--- src/rtl/idx_mtb_pkg.sv ---
package idx_mtb_pkg;
  typedef enum logic [2:0] {
    CMP_EQ  = 3'd0,
    CMP_NE  = 3'd1,
    CMP_LT  = 3'd2,
    CMP_LE  = 3'd3,
    CMP_GT  = 3'd4,
    CMP_GE  = 3'd5,
    CMP_RS6 = 3'd6,
    CMP_RS7 = 3'd7
  } cmp_code_e;
endpackage

--- src/rtl/idx_regfile.sv ---
module idx_regfile #(
  parameter int DW   = 16,
  parameter int NREG = 7,
  parameter int SELW = 3,
  parameter int NRD  = 2
) (
  input  logic                clk,
  input  logic                rst_n,
  input  logic                wr_en,
  input  logic [SELW-1:0]     wr_sel,
  input  logic [DW-1:0]       wr_data,
  input  logic [SELW-1:0]     op_rsel,
  output logic [DW-1:0]       op_rdata,
  input  logic [NRD*SELW-1:0] rd_sel,
  output logic [NRD*DW-1:0]   rd_data
);
  logic [DW-1:0] regs [NREG+1];

  assign regs[0] = '0;

  for (genvar g = 1; g <= NREG; g++) begin : g_reg
    always_ff @(posedge clk) begin
      if (!rst_n)
        regs[g] <= '0;
      else if (wr_en && wr_sel == SELW'(g))
        regs[g] <= wr_data;
    end
  end

  function automatic logic [DW-1:0] pick(input logic [SELW-1:0] s);
    logic [DW-1:0] v;
    v = '0;
    for (int k = 1; k <= NREG; k++)
      if (s == SELW'(k)) v = regs[k];
    return v;
  endfunction

  assign op_rdata = pick(op_rsel);

  for (genvar p = 0; p < NRD; p++) begin : g_rd
    assign rd_data[p*DW +: DW] = pick(rd_sel[p*SELW +: SELW]);
  end
endmodule

--- src/rtl/idx_step_adder.sv ---
module idx_step_adder #(
  parameter int DW = 16
) (
  input  logic [DW-1:0] cur,
  input  logic [DW-1:0] step,
  output logic [DW-1:0] sum,
  output logic          ovf
);
  assign sum = cur + step;
  assign ovf = (cur[DW-1] == step[DW-1]) && (sum[DW-1] != cur[DW-1]);
endmodule

--- src/rtl/idx_cmp_eval.sv ---
module idx_cmp_eval
  import idx_mtb_pkg::*;
#(
  parameter int DW = 16
) (
  input  logic [DW-1:0] val,
  input  logic [DW-1:0] base,
  input  logic [2:0]    code,
  output logic          taken
);
  logic eq, lt;
  assign eq = (val == base);
  assign lt = ($signed(val) < $signed(base));

  always_comb begin
    case (cmp_code_e'(code))
      CMP_EQ:  taken = eq;
      CMP_NE:  taken = !eq;
      CMP_LT:  taken = lt;
      CMP_LE:  taken = lt || eq;
      CMP_GT:  taken = !lt && !eq;
      CMP_GE:  taken = !lt;
      default: taken = 1'b0;
    endcase
  end
endmodule

--- src/rtl/idx_mtb_unit.sv ---
module idx_mtb_unit #(
  parameter int DW     = 16,
  parameter int NREG   = 7,
  parameter int NUM_RD = 2,
  localparam int SELW  = $clog2(NREG + 1)
) (
  input  logic                   clk,
  input  logic                   rst_n,
  input  logic                   op_valid,
  output logic                   op_ready,
  input  logic [SELW-1:0]        op_sel,
  input  logic [DW-1:0]          op_step,
  input  logic [DW-1:0]          op_base,
  input  logic [2:0]             op_cond,
  input  logic [DW-1:0]          op_target,
  output logic                   res_valid,
  input  logic                   res_ready,
  output logic [DW-1:0]          res_value,
  output logic                   res_ovf,
  output logic                   res_taken,
  output logic [DW-1:0]          res_target,
  input  logic [NUM_RD*SELW-1:0] rd_sel,
  output logic [NUM_RD*DW-1:0]   rd_data
);
  logic          fire;
  logic [DW-1:0] cur_val, new_val;
  logic          new_ovf, new_taken;

  assign op_ready = !res_valid || res_ready;
  assign fire     = op_valid && op_ready;

  idx_regfile #(.DW(DW), .NREG(NREG), .SELW(SELW), .NRD(NUM_RD)) u_rf (
    .clk      (clk),
    .rst_n    (rst_n),
    .wr_en    (fire),
    .wr_sel   (op_sel),
    .wr_data  (new_val),
    .op_rsel  (op_sel),
    .op_rdata (cur_val),
    .rd_sel   (rd_sel),
    .rd_data  (rd_data)
  );

  idx_step_adder #(.DW(DW)) u_add (
    .cur  (cur_val),
    .step (op_step),
    .sum  (new_val),
    .ovf  (new_ovf)
  );

  idx_cmp_eval #(.DW(DW)) u_cmp (
    .val   (new_val),
    .base  (op_base),
    .code  (op_cond),
    .taken (new_taken)
  );

  always_ff @(posedge clk) begin
    if (!rst_n) begin
      res_valid  <= 1'b0;
      res_value  <= '0;
      res_ovf    <= 1'b0;
      res_taken  <= 1'b0;
      res_target <= '0;
    end else if (fire) begin
      res_valid  <= 1'b1;
      res_value  <= new_val;
      res_ovf    <= new_ovf;
      res_taken  <= new_taken;
      res_target <= op_target;
    end else if (res_ready) begin
      res_valid  <= 1'b0;
    end
  end
endmodule

--- config.mk ---
export PLATFORM = sky130hd
export DESIGN_NAME = idx_mtb_unit
export DESIGN_NICKNAME = d
export VERILOG_FILES = /design/src/rtl/idx_mtb_pkg.sv /design/src/rtl/idx_regfile.sv /design/src/rtl/idx_step_adder.sv /design/src/rtl/idx_cmp_eval.sv /design/src/rtl/idx_mtb_unit.sv
export SDC_FILE = /design/constraint.sdc
export NUM_CORES = 1
export LEC_CHECK = 0
export BUFFER_PORTS_ARGS = -buffer_cell sky130_fd_sc_hd__buf_2
export CORE_MARGIN = 10
export CORE_UTILIZATION = 45
export DETAILED_ROUTE_END_ITERATION = 16
export PLACE_DENSITY_LB_ADDON = 0.1
export SLEW_MARGIN = 20
export SYNTH_ARGS = -nofsm -noshare
export SYNTH_HDL_FRONTEND = slang
export SYNTH_SLANG_ARGS = --single-unit
--- constraint.sdc ---
create_clock -name clk -period 4.81 [get_ports clk]
set_clock_uncertainty 0.1 [all_clocks]
set_input_delay 0.481 -clock clk [delete_from_list [all_inputs] [get_ports clk]]
set_output_delay 0.481 -clock clk [all_outputs]
set_load 0.02 [all_outputs]
# ---- Yosys cells after proc, flatten, opt, wreduce, memory -nomap -nowiden
# Cells that the tools add are included.
# W data, S select, Z words.
dict set report op_classes {
  add_sub_neg 1
  magnitude_cmp 1
  eq_ne 29
  mux 24
  n_reduce_logical 17
}
# op count
set op_table {}
lappend op_table {{$mux W16} 21}
lappend op_table {{$eq A3 B3 Y1 const B} 14}
lappend op_table {{$eq A3 B2 Y1 const B} 8}
lappend op_table {{$add A16 B16 Y16} 1}
lappend op_table {{$eq A16 B16 Y1} 1}
lappend op_table {{$lt A16 B16 Y1} 1}
lappend op_table {{$eq A3 B1 Y1 const B} 4}
lappend op_table {{$logic_and A1 B1 Y1} 10}
lappend op_table {{$pmux W1 S6} 1}
lappend op_table {{$logic_not A1 Y1} 3}
lappend op_table {{$logic_not A3 Y1} 1}
lappend op_table {{$logic_or A1 B1 Y1} 2}
lappend op_table {{$mux W1} 2}
lappend op_table {{$reduce_bool A2 Y1} 1}
lappend op_table {{$eq A1 B1 Y1} 1}
lappend op_table {{$ne A1 B1 Y1} 1}
dict set report word_totals {
  ff_bits 147
  output_inout_bits 68
  wordCells 84
}

# ---- Longest topological paths before layout
# Gate-level depths: netlist of run 1.
dict set report depth {
  depth_word 13
  depth_mapped 22
  mapped_depth_nobuf 20
}

# ---- Modules after synthesis
# Synthesis of run 1 repeated with hierarchy kept, for this count alone.
dict set report unflattened {
  cells_unflattened 1219
  area_unflattened_um2 9800.6
}
# module instances cells_each area_each_um2 seq_area_each_um2
set by_module_without_submodules {}
lappend by_module_without_submodules {idx_regfile 1 901 7078.0 2242.2}
lappend by_module_without_submodules {idx_mtb_unit 1 153 1443.9 700.7}
lappend by_module_without_submodules {idx_step_adder 1 100 770.7 0.0}
lappend by_module_without_submodules {idx_cmp_eval 1 65 508.0 0.0}

# ---- Worst setup path before layout of run 1
# OpenSTA, ideal clock, no wires.
dict set report synth_timing {
  path_kind {input to register}
  start {in op_sel[0]}
  end {reg res_taken}
  setup_ns 0.124
  arrival_time_ns 4.866
  required_time_ns 4.586
  setup_slack_ns -0.280
  stages 22
  path_buffers 2
  path_cell_list {buf_2 > buf_2 > mux2i_1 > nor2_1 > a21oi_1 > a21oi_1 > a21o_1 > ha_1 > fa_1 > a211oi_1 > o21a_1 > o21a_1 > o21bai_1 > a2111oi_4 > nor2_1 > ha_1 > nand4_1 > or4_1 > o21ai_0 > a21oi_1 > nor4b_1 > nor3_1}
}
dict set report synth_between {
  elab_chain_cells 13
  word_cells_on_any_way 22
  cone_classes {1 x add/sub; 1 x order compare; 8 x eq/ne; 8 x mux; 4 x reduce/logical}
}
# element line
set synth_rtl {}
lappend synth_rtl {{start, declared} idx_mtb_unit.sv:11} ;# input logic [SELW-1:0] op_sel,
lappend synth_rtl {{$eq A3 B1 Y1} idx_regfile.sv:34} ;# if (s == SELW'(k)) v = regs[k];
lappend synth_rtl {{$mux W16 (6 in a row)} idx_regfile.sv:34}
lappend synth_rtl {{$mux W16 *} idx_regfile.sv:34}
lappend synth_rtl {{$add A16 B16 Y16 *} idx_step_adder.sv:9} ;# assign sum = cur + step;
lappend synth_rtl {{via new_val[12]} idx_mtb_unit.sv:26} ;# logic [DW-1:0] cur_val, new_val;
lappend synth_rtl {{$lt A16 B16 Y1 / $eq A16 B16 Y1 (equally long branches)} {idx_cmp_eval.sv:13, idx_cmp_eval.sv:12}}
lappend synth_rtl {{$logic_not A1 Y1, on equally long branches} {idx_cmp_eval.sv:21, idx_cmp_eval.sv:22, idx_cmp_eval.sv:18}}
lappend synth_rtl {{$logic_and A1 B1 Y1} idx_cmp_eval.sv:21} ;# CMP_GT: taken = !lt && !eq;
lappend synth_rtl {{$pmux W1 S6 *} idx_cmp_eval.sv:16} ;# case (cmp_code_e'(code))
lappend synth_rtl {{end signal, assigned} idx_mtb_unit.sv:69} ;# res_taken <= new_taken;
lappend synth_rtl {{end, declared} idx_mtb_unit.sv:20} ;# output logic res_taken,
# The timed path passes the listed nets; every way through them passes the cells marked *.
# A chain may end at the register's enable or synchronous reset.

# ---- Worst setup path after layout of run 1
# Same ends and word-level chain as after synthesis.

==> run summary, run 1 <==
status -> finished, final reports clean
post-route minimum period -> 4540 ps
post-placement setup slack -> -249 ps
largest net degree at the start of global routing -> 69
Chip Width -> 165 µm
clk buf depth -> 2
syn_nets -> 1294
post-route ant nets -> 0
initial core utilization -> 46.2%
nets -> 1453
mux cell area share after synthesis -> 7.77%
crit share post-route -> 94.4%
Final WS setup -> 270 ps
critical path class -> input port to register
cells along the critical path -> clkbuf_4 -> and2b_1 -> a221oi_1 -> a21oi_1 -> a21o_1 -> ha_1 -> fa_2 -> a211oi_2 -> o21a_1 -> o21a_1 -> o31a_1 -> mux2i_4 -> inv_1 -> ha_1 -> nand4_1 -> or4_4 -> o21ai_0 -> a21oi_1 -> nor4b_2 -> nor3_1
Mapped Cells -> 1198
H-tree depth -> 4
post-synthesis sequential area ratio -> 31.1%
Root Driver -> clkbuf_16
reg2reg end -> res_taken
ys flop type -> dfxtp_1
asr flop ratio synth -> 0%
Critical Path End Type -> register
number of global-route vias before repair -> 9443
CTS sink count -> 147
Detail Placement HPWL -> 26.4 mm
CTS tree -> done
main combinational cell family by area after synthesis -> compound AO/OA/AOI/OAI gates
Max Cap Violations -> 0
Yosys reg bits -> 147
DR DRC count -> 0
Max IR drop VDD -> 211 µV
grt total ovfl -> 0
Critical Path Fanout Max -> 14
synth-to-layout area growth -> 21.3%
Largest stage delay, worst path -> 580 ps
total CTS buffers -> 17
DRT Pass-1 Iters -> 5
final setup fails -> 0
Total GRT Usage -> 27.3%
Min-Delay Path Class -> input port to register
I/O pin count -> 132
worst-margin pin slew -> 1170 ps
EDFF count, synth -> 0
Synth Area in Adders -> 4.32%
first-pass GRT wire length -> 57.2 mm
cell area after synthesis -> 0.00945 mm²
fin. max-slew vios -> 0
worst flop-to-flop path startpoint -> u_rf.regs[80]
post-synthesis simple-gate area fraction -> 16.0%
Crit path arrival time -> 4760 ps
xor and xnor area share after synthesis -> 1.56%
DIE HEIGHT -> 165 µm
hold_buf cts -> 0
number of fill cells -> 1956
Register Area -> 0.00294 mm²
Fin. Hold Viols -> 0
CP Data Required Time -> 5030 ps
final WL -> 37.8 mm
Max Clk Rate -> 220 MHz
setup TNS -> 0 ps
Worst slew margin -> 21.5%
CORE AREA -> 0.0204 mm²
Pwr per Cell Area -> 315 mW/mm²
Yosys cell types -> 65
synthesized area per cell -> 7.89 µm²
layout cells sized above 1 -> 23.1%
R2R depth -> 20
Synth warnings -> 0
Multi-input gate area -> 0.00598 mm²
vias -> 10000
Critical Path Start Type -> input port
WL/cell -> 23.1 µm
n_diodes -> 0
Row Count -> 52
antenna violations before repair -> 0
via/cell ratio -> 6.11
Worst path slowest cell -> or4_4
worst skew pair latency -> 430 ps
number of DRC markers in iteration 0 -> 1112
Worst Hold Launch -> op_target[7]
Reg clk slew, reported paths -> 70 ps
die area -> 0.0272 mm²
Hold EP -> res_target[7]
R2R setup slack -> 330 ps
I/O Buffers -> 131
Placer Congestion -> 1.02
total power -> 0.00361 W
Leak -> 5.00 nW
RSZ-0062 raised after global routing -> false
compound-cell area share of the yosys netlist -> 33.2%
hold depth -> 3
crit path from -> op_sel[0]
==> power breakdown <==
part	switching [W]	internal [W]	total (W)
sequential	0.0000436	0.00127	0.00131
clock	0.000568	0.000811	0.00138
combinational	0.000562	0.000360	0.000922
==> layout by cell type, fill, tap and decap left out, types with 5 or more instances in the layout <==
cell,netlist,final
nand2b_1,5,5
dfxtp_1,147,147
nor3_1,9,9
o21ai_0,82,82
a22o_1,33,33
o311ai_0,7,7
a221oi_1,26,25
nand2_1,244,244
nand3_1,29,29
a221o_1,33,33
or3_1,8,8
and3_1,7,7
nor2b_1,6,6
a21boi_0,81,81
o21a_1,5,5
buf_4,1,103
mux2i_1,34,34
clkbuf_16,0,17
buf_2,21,129
mux2_2,31,31
o211a_1,16,16
o31ai_1,9,9
a21oi_1,88,88
xnor2_1,11,11
inv_1,46,46
a21o_1,19,19
nor2_1,31,29
o211ai_1,9,9
ha_1,31,31
==> worst max path at each step <==
stage,slack (ps),end,cells past startpoint
6_report,270,res_taken,20
4_1_cts,210,res_taken,20
3_3_place_gp,-130,res_taken,20
5_1_grt,20,res_taken,20
3_5_place_dp,-250,res_taken,20
2_1_floorplan,20,res_taken,22
==> cell usage after synthesis (7+ instances only) <==
cell	n	area share, %
nand2_1	244	9.7
dfxtp_1	147	31
a21oi_1	88	4.7
o21ai_0	82	4.3
a21boi_0	81	6.4
clkbuf_1	67	2.7
inv_1	46	1.8
mux2i_1	34	3.6
a221o_1	33	3.5
a22o_1	33	3.1
ha_1	31	4.1
mux2_2	31	3.7
nor2_1	31	1.2
nand3_1	29	1.5
a221oi_1	26	2.4
buf_2	21	1.1
a21o_1	19	1.5
o211a_1	16	1.7
xnor2_1	11	1.0
nor3_1	9	0.48
o211ai_1	9	0.72
o31ai_1	9	0.72
or3_1	8	0.53
and3_1	7	0.46
o311ai_0	7	0.65
==> routing by layer <==
layer	global-route usage, %	wire length, µm	vias up
met5	0	0	-
met4	11.6	1570	0
met3	6.05	3710	92
met2	43.1	17000	569
met1	35.3	15500	4688
li1	-	-	4658
==> final cells by class <==
class                           count  area share (%)
Clock buffer                       17            3.71
Timing Repair Buffer              234            12.5
Clock inverter                     13            1.41
Inverter                           48            1.57
Multi-Input combinational cell    909            52.1
Tap cell                          270            2.95
Sequential cell                   147            25.7
==> critical path: cells and delay by family <==
| kind | cells | cell delay (ps) |
|---|---|---|
| multiplexers | 1 | 270 |
| AND/OR/NAND/NOR | 5 | 1250 |
| buffers and inverters | 2 | 280 |
| AO/OA/AOI/OAI | 9 | 1600 |
| adder cells (fa/ha/maj) | 3 | 890 |
==> cells by family after synthesis <==
| group | count (synthesis) |
|---|---|
| AOI/OAI and AO/OA | 438 |
| and+or+nand+nor | 356 |
| DFF | 147 |
| buffers and inverters | 142 |
| muxes | 67 |
| adders and majority gates | 32 |
| xor gates and xnor gates | 16 |
==> repair_timing <==
item | CTS | global route
setup endpoints to repair | 0 | 1
resized for setup | 0 | 4
setup buffers | 0 | 0
==> state kept, by name, indices dropped and copies added (netlist names) <==
| signal | flops |
|---|---|
| u_rf.regs | 112 |
| res_ovf | 1 |
| res_value | 16 |
| res_valid | 1 |
| res_taken | 1 |
| res_target | 16 |
==> metrics by stage <==
| stage | hold slack, ps | instance area [µm²] | util (%) | std cells |
|---|---|---|---|---|
| 2_1_floorplan | 343 | 9480 | - | 1198 |
| 3_3_place_gp | 348 | 10900 | 53.1 | 1608 |
| 3_5_place_dp | 354 | 10900 | 53.1 | 1608 |
| 4_1_cts | 190 | 11400 | 56.0 | 1638 |
| 5_1_grt | 191 | 11500 | 56.1 | 1638 |
| 6_report | 190 | 11500 | 56.1 | 1638 |
Note: power is estimated with default switching activity, not from simulation.
==> inputs of run 2 (changes only) <==
--- a/config.mk
+++ b/config.mk
@@ -8,7 +8,9 @@
 export BUFFER_PORTS_ARGS = -buffer_cell sky130_fd_sc_hd__buf_2
 export CORE_MARGIN = 10
 export CORE_UTILIZATION = 45
+export CTS_CLUSTER_DIAMETER = 100
 export DETAILED_ROUTE_END_ITERATION = 16
+export MAX_ROUTING_LAYER = met4
 export PLACE_DENSITY_LB_ADDON = 0.1
 export SLEW_MARGIN = 20
 export SYNTH_ARGS = -nofsm -noshare
==> run summary, run 2 (same netlist as run 1, synthesis figures left out) <==
worst-margin pin slew -> 1180 ps
layout cells sized above 1 -> 22.8%
total CTS buffers -> 17
fin. max-slew vios -> 0
worst flop-to-flop path startpoint -> u_rf.regs[80]
Worst path slowest cell -> or4_4
Min-Delay Path Class -> input port to register
Max Cap Violations -> 0
commonest non-fill, non-tap cell in the layout -> nand2_1
cells along the critical path -> clkbuf_4 -> and2b_1 -> a221oi_1 -> a21oi_1 -> a21o_1 -> ha_1 -> fa_2 -> a211oi_2 -> o21a_1 -> o21a_1 -> o31a_1 -> mux2i_4 -> inv_1 -> ha_1 -> nand4_1 -> or4_4 -> o21ai_0 -> a21oi_1 -> nor4b_1 -> nor3_1
die area -> 0.0272 mm²
Crit path arrival time -> 4750 ps
Register Area -> 0.00294 mm²
post-placement setup slack -> -223 ps
dpl cell area -> 0.0108 mm²
crit share post-route -> 94.2%
Placer Congestion -> 1.03
nets -> 1448
DRT Pass-1 Iters -> 6
Chip Width -> 165 µm
Critical Path Fanout Max -> 13
most frequent cells in the layout -> nand2_1, dfxtp_1, buf_2
initial core utilization -> 46.2%
fin area -> 0.0114 mm²
Reg with most FFs -> u_rf.regs
critical path class -> input port to register
Detail Placement HPWL -> 26.1 mm
R2R setup slack -> 310 ps
number of fill cells -> 1973
antenna violations before repair -> 0
Final Hold Slack -> 177 ps
WL/cell -> 23.0 µm
hold depth -> 3
number of DRC markers in iteration 0 -> 1139
Hold EP -> res_target[4]
n_diodes -> 0
worst skew pair latency -> 440 ps
I/O pin count -> 132
Max Clk Rate -> 221 MHz
DR DRC count -> 0
I/O Buffers -> 131
largest net degree at the start of global routing -> 58
CORE AREA -> 0.0204 mm²
Final WS setup -> 279 ps
CP Data Required Time -> 5030 ps
vias -> 10000
Largest regs -> u_rf.regs x112, res_target x16, res_value x16
CTS tree -> done
post-route minimum period -> 4530 ps
Root Driver -> clkbuf_16
clk buf depth -> 2
DIE HEIGHT -> 165 µm
Leak -> 4.96 nW
number of global-route vias before repair -> 9537
grt total ovfl -> 0
reg2reg end -> res_taken
final WL -> 37.6 mm
via/cell ratio -> 6.13
Fin. Hold Viols -> 0
first-pass GRT wire length -> 56.9 mm
Worst Hold Launch -> op_target[4]
Total GRT Usage -> 27.9%
Pwr per Cell Area -> 314 mW/mm²
Worst slew margin -> 21.5%
R2R depth -> 20
Max IR drop VDD -> 203 µV
post-CTS setup buffer count -> 0
CTS sink count -> 147
final setup fails -> 0
Critical Path End Type -> register
status -> finished, final reports clean
Reg clk slew, reported paths -> 70 ps
max reg flops -> 112
H-tree depth -> 4
RSZ-0062 raised after global routing -> false
synth-to-layout area growth -> 21.0%
post_cts resized -> 0
Multi-input gate area -> 0.00597 mm²
hold_buf cts -> 0
Largest stage delay, worst path -> 580 ps
Row Count -> 52
post-route ant nets -> 0
Critical Path Start Type -> input port
==> run 2: worst max-delay path by stage <==
stage              start        end  slack [ps]  cells after the start
2_1_floorplan  op_sel[0]  res_taken          20                     22
3_3_place_gp   op_sel[0]  res_taken        -120                     20
3_5_place_dp   op_sel[0]  res_taken        -220                     20
4_1_cts        op_sel[0]  res_taken         240                     20
5_1_grt        op_sel[0]  res_taken          20                     20
6_report       op_sel[0]  res_taken         280                     20
==> run 2: layout make-up <==
class | instances | share of cell area (%)
clock inverter | 13 | 1.32
inverter | 48 | 1.58
timing repair buffer | 229 | 12.3
sequential | 147 | 25.8
clock buffer | 19 | 3.79
multi-input combinational | 909 | 52.3
tap | 270 | 2.96
==> run 2: critical path: cells and delay by family <==
| kind | cells | cell delay, ps |
|---|---|---|
| and+or+nand+nor | 5 | 1260 |
| adders and majority gates | 3 | 870 |
| AOI/OAI and AO/OA | 9 | 1600 |
| buffers and inverters | 2 | 270 |
| muxes | 1 | 270 |
==> run 2: where the power goes <==
| group | total (W) | switching [W] | leakage [nW] | internal (W) |
|---|---|---|---|---|
| combinational | 0.000921 | 0.000563 | 3.50 | 0.000359 |
| sequential | 0.00131 | 0.0000429 | 1.20 | 0.00127 |
| clock | 0.00136 | 0.000586 | 0.271 | 0.000771 |
| total | 0.00359 | 0.00119 | 4.96 | 0.00240 |
==> run 2: metal layers <==
metal	wire length (µm)	vias up	track usage (%)
met4	1540	0	12.4
met5	0	-	-
li1	-	4642	-
met1	15400	4691	34.5
met3	3620	96	6.07
met2	17100	595	43.0
==> run 2: stage by stage <==
step	utilization (%)	power, W	setup TNS, ps	instances
after floorplan	-	0.00186	0	1198
after global placement	53.0	0.00224	-123	1603
after detailed placement	53.0	0.00224	-223	1603
after CTS	55.9	0.00359	0	1635
after global routing	55.9	0.00371	0	1635
final	55.9	0.00359	0	1635
==> inputs of run 3 (changes only) <==
--- a/config.mk
+++ b/config.mk
@@ -11,7 +11,7 @@
 export CTS_CLUSTER_DIAMETER = 100
 export DETAILED_ROUTE_END_ITERATION = 16
 export MAX_ROUTING_LAYER = met4
-export PLACE_DENSITY_LB_ADDON = 0.1
+export PLACE_DENSITY = 0.71
 export SLEW_MARGIN = 20
 export SYNTH_ARGS = -nofsm -noshare
 export SYNTH_HDL_FRONTEND = slang
==> constraint.sdc (replaced) <==
create_clock -name clk -period 4.81 [get_ports clk]
set_clock_uncertainty 0.1 [all_clocks]
set_input_delay 0.2405 -clock clk [delete_from_list [all_inputs] [get_ports clk]]
set_output_delay 0.2405 -clock clk [all_outputs]
set_load 0.02 [all_outputs]
==> run summary, run 3 (same netlist as run 1, synthesis figures left out) <==
DR DRC count -> 0
Max Used Layer -> met4
nets -> 1449
fin. max-slew vios -> 0
CP Data Required Time -> 5060 ps
cells along the critical path -> mux2_2 -> a221oi_1 -> a21oi_1 -> a21o_1 -> ha_1 -> o21ai_0 -> o21ai_2 -> buf_4 -> nand2_1 -> xor2_1 -> inv_1 -> ha_1 -> a2111o_1 -> o32ai_1 -> mux2_2 -> nor4b_2 -> nor3_1
total CTS buffers -> 17
Root Driver -> clkbuf_16
post-route minimum period -> 4570 ps
Hold EP -> res_ovf
Max IR drop VDD -> 216 µV
met2 WL -> 17.0 mm
worst-margin pin slew -> 1220 ps
Placer Congestion -> 0.994
Chip Width -> 165 µm
Worst Hold Launch -> op_step[15]
Worst slew margin -> 18.5%
hold depth -> 3
Max Clk Rate -> 219 MHz
H-tree depth -> 4
dpl cell area -> 0.0107 mm²
Reg clk slew, reported paths -> 70 ps
Clock Power Share -> 38.8%
fin area -> 0.0115 mm²
worst flop-to-flop path startpoint -> u_rf.regs[66]
grt total ovfl -> 0
layout cells sized above 1 -> 21.7%
combinational share of power -> 25.8%
Detail Placement HPWL -> 26.0 mm
Total GRT Usage -> 28.3%
cell-internal power -> 0.00249 W
Psw -> 0.00121 W
number of fill cells -> 1854
final setup fails -> 0
DRT Pass-1 Iters -> 6
initial core utilization -> 46.2%
reg2reg end -> res_taken
Fin. Hold Viols -> 0
worst skew pair latency -> 440 ps
Critical Path Start Type -> register
Min-Delay Path Class -> input port to register
most frequent cells in the layout -> nand2_1, dfxtp_1, buf_2
Largest stage delay, worst path -> 400 ps
R2R setup slack -> 240 ps
crit share post-route -> 94.9%
switching part of the total -> 32.6%
clk buf depth -> 2
first-pass GRT wire length -> 57.6 mm
critical path class -> register to register
Critical Path Fanout Max -> 5
setup TNS -> 0 ps
I/O Buffers -> 131
CORE AREA -> 0.0204 mm²
Leak -> 4.98 nW
number of global-route vias before repair -> 9730
vias -> 10200
DIE HEIGHT -> 165 µm
die area -> 0.0272 mm²
Max Cap Violations -> 0
via/cell ratio -> 6.21
CTS sink count -> 147
Pwr per Cell Area -> 321 mW/mm²
Util after Layout -> 56.3%
Critical Path End Type -> register
number of DRC markers in iteration 0 -> 1161
Reg with most FFs -> u_rf.regs
Worst path slowest cell -> a2111o_1
status -> finished, final reports clean
Metal-1 WL -> 15.3 mm
CP delay by family, top -> compound AO/OA/AOI/OAI gates
synth-to-layout area growth -> 21.8%
Largest regs -> u_rf.regs x112, res_target x16, res_value x16
WL/cell -> 23.4 µm
routed wl met3 -> 4.45 mm
Row Count -> 52
antenna violations before repair -> 1
Crit path arrival time -> 4820 ps
I/O pin count -> 132
final WL -> 38.3 mm
post-route ant nets -> 0
commonest non-fill, non-tap cell in the layout -> nand2_1
sequential share of power -> 35.5%
R2R depth -> 17
CTS tree -> done
CP Buf/Inv Count -> 2
max reg flops -> 112
largest net degree at the start of global routing -> 88
-- run 3: cell count changes in the layout (fill, tap and decap cells not counted), moves of 3 or more --
cell	delta
clkinv_4	-4
clkbuf_8	+3
buf_4	-15
dlygate4sd3_1	+17
-- run 3: power groups by stage --
stage	clock, W	combinational [W]	sequential, W
floorplan	0	0.000504	0.00136
global placement	0	0.000899	0.00133
detailed placement	0	0.000908	0.00134
CTS	0.00144	0.000925	0.00131
global route	0.00149	0.00101	0.00132
finish	0.00143	0.000954	0.00131
-- run 3: worst max path at each step --
stage	start	end	slack, ps	cells past startpoint
2_1_floorplan	op_sel[0]	res_taken	40	22
3_3_place_gp	op_sel[0]	res_taken	-50	20
3_5_place_dp	op_sel[0]	res_taken	-90	20
4_1_cts	u_rf.regs[80]	res_taken	40	20
5_1_grt	u_rf.regs[80]	res_taken	-40	20
6_report	u_rf.regs[66]	res_taken	240	17
-- run 3: layout make-up --
class | instances | area, µm² | share of cell area [%]
antenna | 1 | 2.50 | 0.0217
clock buffer | 22 | 474 | 4.12
clock inverter | 10 | 146 | 1.27
inverter | 48 | 180 | 1.57
multi-input combinational | 909 | 5980 | 52.0
sequential | 147 | 2940 | 25.6
tap | 270 | 338 | 2.94
timing repair buffer | 230 | 1440 | 12.5
-- run 3: per-layer routing --
layer  up-vias  GRT usage, %
li1       4659             -
met1      4754          35.2
met2       653          43.1
met3       106          6.42
met4         0          12.7
met5         -             -
-- run 3: worst reg2reg max path: stages (launching register included) --
cell,delay (ps)
dfxtp_1,350
mux2_2,270
a221oi_1,260
a21oi_1,70
a21o_1,210
ha_1,330
o21ai_0,350
o21ai_2,140
buf_4,160
nand2_1,90
xor2_1,340
inv_1,90
ha_1,300
a2111o_1,400
o32ai_1,320
mux2_2,390
nor4b_2,160
nor3_1,140
-- run 3: what timing repair did --
item                                    4_1_cts  5_1_grt
hold buffers                                 17        0
endpoints found under the hold margin        17        0
resized for setup                             0        6
buffers inserted                              0        2
endpoints found under the setup margin        0        1
-- run 3: through the flow --
| stage | hold slack (ps) | setup slack (ps) | std cells | total power (W) |
|---|---|---|---|---|
| detailed placement | 356 | -93.8 | 1585 | 0.00224 |
| global route | 14.7 | -43.3 | 1637 | 0.00382 |
| CTS | 3.58 | 44.3 | 1634 | 0.00367 |
| floorplan | 279 | 42.0 | 1198 | 0.00186 |
| global placement | 347 | -52.0 | 1585 | 0.00223 |
| finish | 5.12 | 244 | 1637 | 0.00370 |
